--- src/rtl/tape_label_detector.sv ---
module tape_label_detector #(
  parameter int QUAL_BLOCKS = 8,
  parameter int SC_W        = 5,
  parameter int BASE_DIV    = 16,
  parameter int DOWN_TH     = 17
) (
  input  logic            clk,
  input  logic            rst_n,
  input  logic            search_en,
  input  logic            env_in,
  input  logic            blk_tick,
  output logic            env_o,
  output logic            label_o,
  output logic            blank_o,
  output logic [SC_W-1:0] spd_count,
  output logic [1:0]      spd_range,
  output logic            spd_invalid
);
  localparam int QC_W = $clog2(QUAL_BLOCKS + 1);
  localparam int PC_W = $clog2(BASE_DIV * 8 + 1);
  localparam logic [1:0]      RNG_TOP = 2'd3;
  localparam logic [QC_W-1:0] QUAL    = QC_W'(QUAL_BLOCKS);
  localparam logic [QC_W-1:0] QUAL_M1 = QC_W'(QUAL_BLOCKS - 1);
  localparam logic [SC_W-1:0] SC_MAX  = '1;
  localparam logic [SC_W-1:0] SC_DOWN = SC_W'(DOWN_TH);

  logic            env_q, env_d, tick_q, sv_q, sv_d, armed;
  logic [QC_W-1:0] hi_cnt, lo_cnt;
  logic [PC_W-1:0] pre_cnt, pre_nx, period;
  logic [SC_W-1:0] acc, acc_base;
  logic [1:0]      rng;
  logic            rise, fall, hit, done, go_up, go_dn;

  assign env_o    = env_q;
  assign rise     = env_q & ~env_d;
  assign fall     = ~env_q & env_d;
  assign period   = PC_W'(BASE_DIV) << (RNG_TOP - rng);
  assign pre_nx   = rise ? PC_W'(1) : pre_cnt + 1'b1;
  assign acc_base = rise ? '0 : acc;
  assign hit      = (pre_nx == period);
  assign done     = fall & armed & (hi_cnt == QUAL);
  assign go_up    = done && (acc == '0) && (rng != RNG_TOP);
  assign go_dn    = done && (acc >= SC_DOWN) && (rng != 2'd0);

  always_ff @(posedge clk or negedge rst_n) begin
    if (!rst_n) begin
      env_q       <= 1'b0;
      env_d       <= 1'b0;
      tick_q      <= 1'b0;
      sv_q        <= 1'b0;
      sv_d        <= 1'b0;
      armed       <= 1'b0;
      hi_cnt      <= '0;
      lo_cnt      <= '0;
      label_o     <= 1'b0;
      blank_o     <= 1'b0;
      pre_cnt     <= '0;
      acc         <= '0;
      rng         <= 2'd0;
      spd_count   <= '0;
      spd_range   <= 2'd0;
      spd_invalid <= 1'b1;
    end else begin
      env_q  <= search_en & env_in;
      tick_q <= search_en & blk_tick;
      sv_q   <= search_en;
      env_d  <= env_q;
      sv_d   <= sv_q;

      if (!search_en || !env_q)             hi_cnt <= '0;
      else if (tick_q && hi_cnt != QUAL)    hi_cnt <= hi_cnt + 1'b1;
      if (!search_en || env_q)              lo_cnt <= '0;
      else if (tick_q && lo_cnt != QUAL)    lo_cnt <= lo_cnt + 1'b1;

      if (!search_en)                                    label_o <= 1'b0;
      else if (env_q && tick_q && hi_cnt == QUAL_M1)     label_o <= 1'b1;
      else if (!env_q && tick_q && lo_cnt == QUAL_M1)    label_o <= 1'b0;

      if (!search_en)                                    blank_o <= 1'b0;
      else if (!env_q && tick_q && lo_cnt == QUAL_M1)    blank_o <= 1'b1;
      else if (env_q && tick_q && hi_cnt == QUAL_M1)     blank_o <= 1'b0;

      if (env_q) begin
        pre_cnt <= hit ? '0 : pre_nx;
        acc     <= (hit && acc_base != SC_MAX) ? acc_base + 1'b1 : acc_base;
      end

      if (!search_en)        armed <= 1'b0;
      else if (rise && sv_d) armed <= 1'b1;

      if (done) begin
        spd_count <= acc;
        spd_range <= rng;
        if (go_up)      rng <= rng + 2'd1;
        else if (go_dn) rng <= rng - 2'd1;
      end

      if (!search_en) spd_invalid <= 1'b1;
      else if (done)  spd_invalid <= go_up | go_dn;
    end
  end
endmodule

--- config.mk ---
export PLATFORM = sky130hd
export DESIGN_NAME = tape_label_detector
export DESIGN_NICKNAME = d
export VERILOG_FILES = /design/src/rtl/tape_label_detector.sv
export SDC_FILE = /design/constraint.sdc
export NUM_CORES = 1
export LEC_CHECK = 0
export ABC_AREA = 1
export BUFFER_PORTS_ARGS = -buffer_cell sky130_fd_sc_hd__buf_4
export CAP_MARGIN = 10
export CORE_MARGIN = 1
export CORE_UTILIZATION = 25
export CTS_BUF_LIST = sky130_fd_sc_hd__clkbuf_4 sky130_fd_sc_hd__clkbuf_8
export DETAILED_ROUTE_END_ITERATION = 12
export MAX_ROUTING_LAYER = met4
export PLACE_DENSITY_LB_ADDON = 0.08
export SETUP_SLACK_MARGIN = 0.2
export SLEW_MARGIN = 20
export SYNTH_ARGS = -nofsm -noshare
export SYNTH_HDL_FRONTEND = slang
export SYNTH_SLANG_ARGS = --single-unit
export TNS_END_PERCENT = 10
--- constraint.sdc ---
create_clock -name clk -period 2.7 [get_ports clk]
set_input_delay 0.54 -clock clk [delete_from_list [all_inputs] [get_ports clk]]
set_output_delay 0.54 -clock clk [all_outputs]
set_load 0.02 [all_outputs]
Yosys cells after proc, flatten, opt, wreduce, memory -nomap -nowiden
Index checks and enable logic that the tools add are counted.
{ "word_totals": {"reg_bits": 39, "latchBits": 0, "mem_bits_rw": 0, "mem_bits_ro": 0, "input_bits": 5, "output_inout_bits": 11, "word_cells": 87, "n_memories": 0} }
{ "classes": {"n_addsub": 7, "multipliers": 0, "div": 0, "n_lt_le_gt_ge": 1, "eq_ne": 11, "shifts": 1, "mux": 20, "n_bitwise": 9, "n_reduce_logical": 22} }
{ "op_table": {"columns": ["op", "count"], "rows": [
  ["$mux W4", 4],
  ["$mux W8", 2],
  ["$logic_and A1 B1 Y1", 12],
  ["$mux W1", 10],
  ["$mux W5", 2],
  ["$add A4 B1 Y4 const B", 2],
  ["$add A8 B1 Y8 const B", 1],
  ["$eq A4 B3 Y1 const B", 2],
  ["$eq A8 B8 Y1", 1],
  ["$ne A4 B4 Y1 const B", 2],
  ["$reduce_bool A2 Y1", 4],
  ["$shl A5 B2 Y8 const A", 1],
  ["$and A1 B1 Y1", 6],
  ["$add A5 B1 Y5 const B", 1],
  ["$ge A5 B5 Y1 const B", 1],
  ["$logic_not A5 Y1", 1],
  ["$ne A5 B5 Y1 const B", 1],
  ["$eq A4 B4 Y1 const B", 1],
  ["$mux W2", 2],
  ["$ne A2 B1 Y1 const B", 2],
  ["$ne A3 B1 Y1 const B", 1],
  ["$add A2 B1 Y2 const B", 1],
  ["$logic_not A1 Y1", 2],
  ["$logic_or A1 B1 Y1", 2],
  ["6 further kinds", 7]
]} }

Longest topological paths before layout
{ "depth": {"word_depth": 9, "depth_mapped": 15, "depth_no_buf": 14} }

Worst setup path after synthesis
OpenSTA, ideal clock, no wires.
{ "synth_timing": {"path_type": "register to register", "startpoint": "reg env_q, in the netlist env_o", "endpoint": "reg acc[0]", "setup_time_ps": 79, "arrival_time_ps": 1955, "t_required_ps": 2621, "setup_slack_ps": 666, "stages_incl_launch_ff": 12, "path_buffers": 1, "period_less_slack_ps": 2034, "cell_sequence": "dfrtp_1 nand2_4 buf_6 inv_1 nor2_1 ha_1 and3_1 ha_1 inv_1 nand3_2 nor2_2 xor2_1"} }
{ "synth_via": {"elab_chain_len": 5, "elab_cells_between_ends": 8, "cone_classes": "add/sub (1); eq/ne (2); mux (3); bitwise (1); reduce/logical (1)"} }
{ "synth_lines": {"columns": ["element", "line", "source"], "rows": [
  ["start, declared", "27", "logic env_q, env_d, tick_q, sv_q, sv_d, armed;"],
  ["start signal, assigned", "64", "env_q <= search_en & env_in;"],
  ["branches (longest 5 deep; another with $add A5 B1 Y5)", null, null],
  ["end signal, assigned", "85", "acc <= (hit && acc_base != SC_MAX) ? acc_base + 1'b1 : acc_base;"],
  ["end, declared", "30", "logic [SC_W-1:0] acc, acc_base;"]
]} }
Several ways; the timed one is not identified.
A chain may end at the register's enable or synchronous reset.

Worst setup path after layout
{ "layout_timing": {"startpoint": "reg env_d", "endpoint": "reg acc[0]"} }
{ "layout_via": {"elab_chain_len": 6, "elab_cells_between_ends": 9, "cone_classes": "add/sub (1); eq/ne (2); mux (3); bitwise (2); reduce/logical (1)"} }
{ "layout_lines": {"columns": ["element", "line", "source"], "rows": [
  ["start, declared", "27", null],
  ["start signal, assigned", "67", "env_d <= env_q;"],
  ["$not A1 Y1 *", "35", "assign rise = env_q & ~env_d;"],
  ["$and A1 B1 Y1 *", "35", null],
  ["branches (longest 3 deep; another with $add A5 B1 Y5)", null, null],
  ["$mux W5 *", "85", null]
]} }
Mark *: on every way between the ends.

==> impl_metrics.csv <==
group,metric,value,unit
sta,timing.final.crit_share,0.7719,
route,vias_per_cell,4.465,
critical_path,critical_path_class,"flop to flop",
sta,tightest_slew,0.5356,ns
cells_and_area,final_cell_mix,"nand2_1, inv_1, dfrtp_1",
sta,hold_viol,0,
cells_and_area,final_common_cell,"nand2_1",
route,post_drt_wl_per_cell,12.83,um
critical_path,endpoint_kind,"flop",
cells_and_area,instances_no_fill,417,
place,gp_congestion,0.7345,
critical_path,max_stage_delay,0.39,ns
flow_run,cap_violations,0,
global_routing,grt_antenna_before_repair,0,
hold_path,holdCritPathClass,"input port to async pin",
floorplanning,io_pins,16,
sta,slew_headroom,0.6429,
sta,setup_slack,0.6160,ns
critical_path,crit_chain,"inv_2 > nand2_4 > inv_1 > nor2_1 > ha_1 > and3_1 > ha_1 > inv_1 > nand3_2 > nor2_2 > xor2_1",
route,drc_errors,0,
place,pre_cts_slack,0.5984,ns
clocking,clockRootBuffer,"clkbuf_8",
critical_path,critPathTopFamily,"simple AND/OR/NAND/NOR gates",
critical_path,worstPathArrival,2.31,ns
yosys,synthCells,291,
sta,post-route-min-period,2.084,ns
cells_and_area,syn_to_final_growth,15.76,%
critical_path,path_buf_inv,3,
global_routing,grt_pass1_wl,9349,um
global_routing,grt_pass1_vias,1812,
sta,slew_viol_final,0,
critical_path,critPathRequiredTime,2.93,ns
global_routing,grt_max_degree,40,
floorplanning,die_area,0.009336,mm2
route,ant_nets,0,
clocking,hold_buffers,0,
sta,whs,0.2191,ns
sta,setup_viol,0,
power,p_leak,1.266,nW
floorplanning,dieHeight,96.63,um
route,routed_wl,5349,um
route,drt-initial-drc-count,99,
clocking,clock_tree.buffer_depth,2,
clocking,clock-sinks,39,
yosys,ys_seq_area_frac,0.4366,
clocking,cts_tree,"built",
cells_and_area,drive_above_1_share,0.1489,
clocking,cts_inserted_buffers,5,
yosys,synth_warnings,0,
sta,tns,0,ns
global_routing,grt_usage,0.1299,
cells_and_area,final_util,0.2986,
clocking,htreeDepth,2,
sta,rsz0062_at_grt,"no",
critical_path,crit_fanout,13,
sta,timing.fmax,479.8,MHz
sta,skew,0.01312,ns
clocking,clk_latency,0.30,ns
clocking,cts_resized,0,
cells_and_area,antenna_cells,0,
critical_path,startpoint_type,"flop",
place,dp_hpwl,3935,um
place,port_buffers,15,
yosys,synth_cell_types,29,
cells_and_area,fin_nets,320,
clocking,clk_pin_slew,0.09,ns
yosys,syn_area_per_cell,7.692,um2
yosys,synth-seq-cells,39,
route,vias,1862,
clocking,cts_setup_buffers,0,
floorplanning,start_util,0.2579,
yosys,syn-num-nets,303,
power,p_per_area,523.4,mW/mm2
yosys,synthesis.area,0.002238,mm2
floorplanning,rows,34,
critical_path,slowest_stage,"dfrtp_1",
global_routing,grt.overflow.total,0,
floorplanning,core,0.008678,mm2
place,place_inst,409,
floorplanning,die_w,96.63,um
run_status,outcome,"finished clean",
route,dr.pass1.iters,4,
power,worst_ir_drop_vdd,0.0002090,V
-- per-layer routing --
| layer | share of wire | track usage | up-vias | wire length [um] |
|---|---|---|---|---|
| met4 | 0.010 | 0.03444 | 0 | 56 |
| met1 | 0.53 | 0.1826 | 869 | 2831 |
| met5 | 0 | - | - | 0 |
| li1 | - | - | 966 | - |
| met2 | 0.44 | 0.1918 | 21 | 2351 |
| met3 | 0.020 | 0.02384 | 6 | 109 |
-- cell usage after synthesis (all sizes together) --
cell type | instances | area (um2)
o21ai | 23 | 115.1
a31o | 1 | 8.760
buf | 3 | 27.52
and3 | 2 | 12.51
a21oi | 7 | 35.03
inv | 46 | 172.7
o32ai | 1 | 8.760
or4 | 1 | 7.510
nand4 | 12 | 75.07
nor4 | 1 | 21.27
nand2 | 84 | 335.3
xor2 | 4 | 35.03
or2 | 1 | 6.260
nor3 | 2 | 10.01
nand3 | 25 | 145.1
a41oi | 1 | 8.760
dfrtp | 38 | 950.9
clkbuf | 3 | 11.26
nor2 | 28 | 137.6
dfstp | 1 | 26.28
ha | 7 | 87.58
-- worst register-to-register path, stage by stage (launching register included) --
cell and delay, ns:
dfrtp_1 0.39, inv_2 0.10, nand2_4 0.13, inv_1 0.18, nor2_1 0.09, ha_1 0.22
and3_1 0.18, ha_1 0.23, inv_1 0.11, nand3_2 0.13, nor2_2 0.11, xor2_1 0.14
-- power by group --
part,switching [mW],leakage [nW],total (mW),internal (mW)
logic,0.0824,0.669,0.121,0.0385
registers,0.0245,0.528,0.626,0.601
clock network,0.229,0.0688,0.610,0.380
total,0.336,1.27,1.36,1.02
-- registers in the layout, indices dropped and copies added (netlist names), 2 cells and up --
signal / cells
pre_cnt: 8
acc: 5
spd_count: 5
hi_cnt: 4
lo_cnt: 4
rng: 2
spd_range: 2
-- final timing paths --
path / from / slack (ns) / cells past startpoint / to
setup / recovery: env_d$_DFF_PN0_ / 0.62 / 11 / acc[0]$_DFFE_PN0P_
hold / removal: rst_n / 0.22 / 1 / acc[1]$_DFFE_PN0P_
setup reg to reg: env_d$_DFF_PN0_ / 0.62 / 11 / acc[0]$_DFFE_PN0P_
hold reg to reg: sv_q$_DFF_PN0_ / 0.36 / 0 / sv_d$_DFF_PN0_
max in group asynchronous: rst_n / 2.10 / 1 / env_d$_DFF_PN0_
min in group clk: sv_q$_DFF_PN0_ / 0.36 / 0 / sv_d$_DFF_PN0_
-- cell families (layout without fill, tap and decap cells) --
| kind of cell | count (synthesis) | in the layout | share of synthesized area |
|---|---|---|---|
| xor+xnor | 4 | 4 | 0.01565 |
| simple gates | 156 | 156 | 0.3354 |
| compound gates | 33 | 33 | 0.07882 |
| fa+ha+maj | 7 | 7 | 0.03913 |
| buf+inv | 52 | 70 | 0.09446 |
| flops | 39 | 39 | 0.4366 |
-- cell type report --
cell class	instances	area, um2
clock buffer	6	76.32
tap	108	135.1
inverter	46	172.7
clock inverter	2	60.06
fill	981	6087
sequential	39	977.2
timing repair buffer	16	120.1
multi-input combinational	200	1050
-- through the flow --
step	instance area, um2	power, mW
finish	2591	1.356
global route	2591	1.428
CTS	2591	1.378
detailed placement	2455	0.7631
global placement	2455	0.7650
floorplan	2238	0.7255
Power figures use the tool's default switching activity.
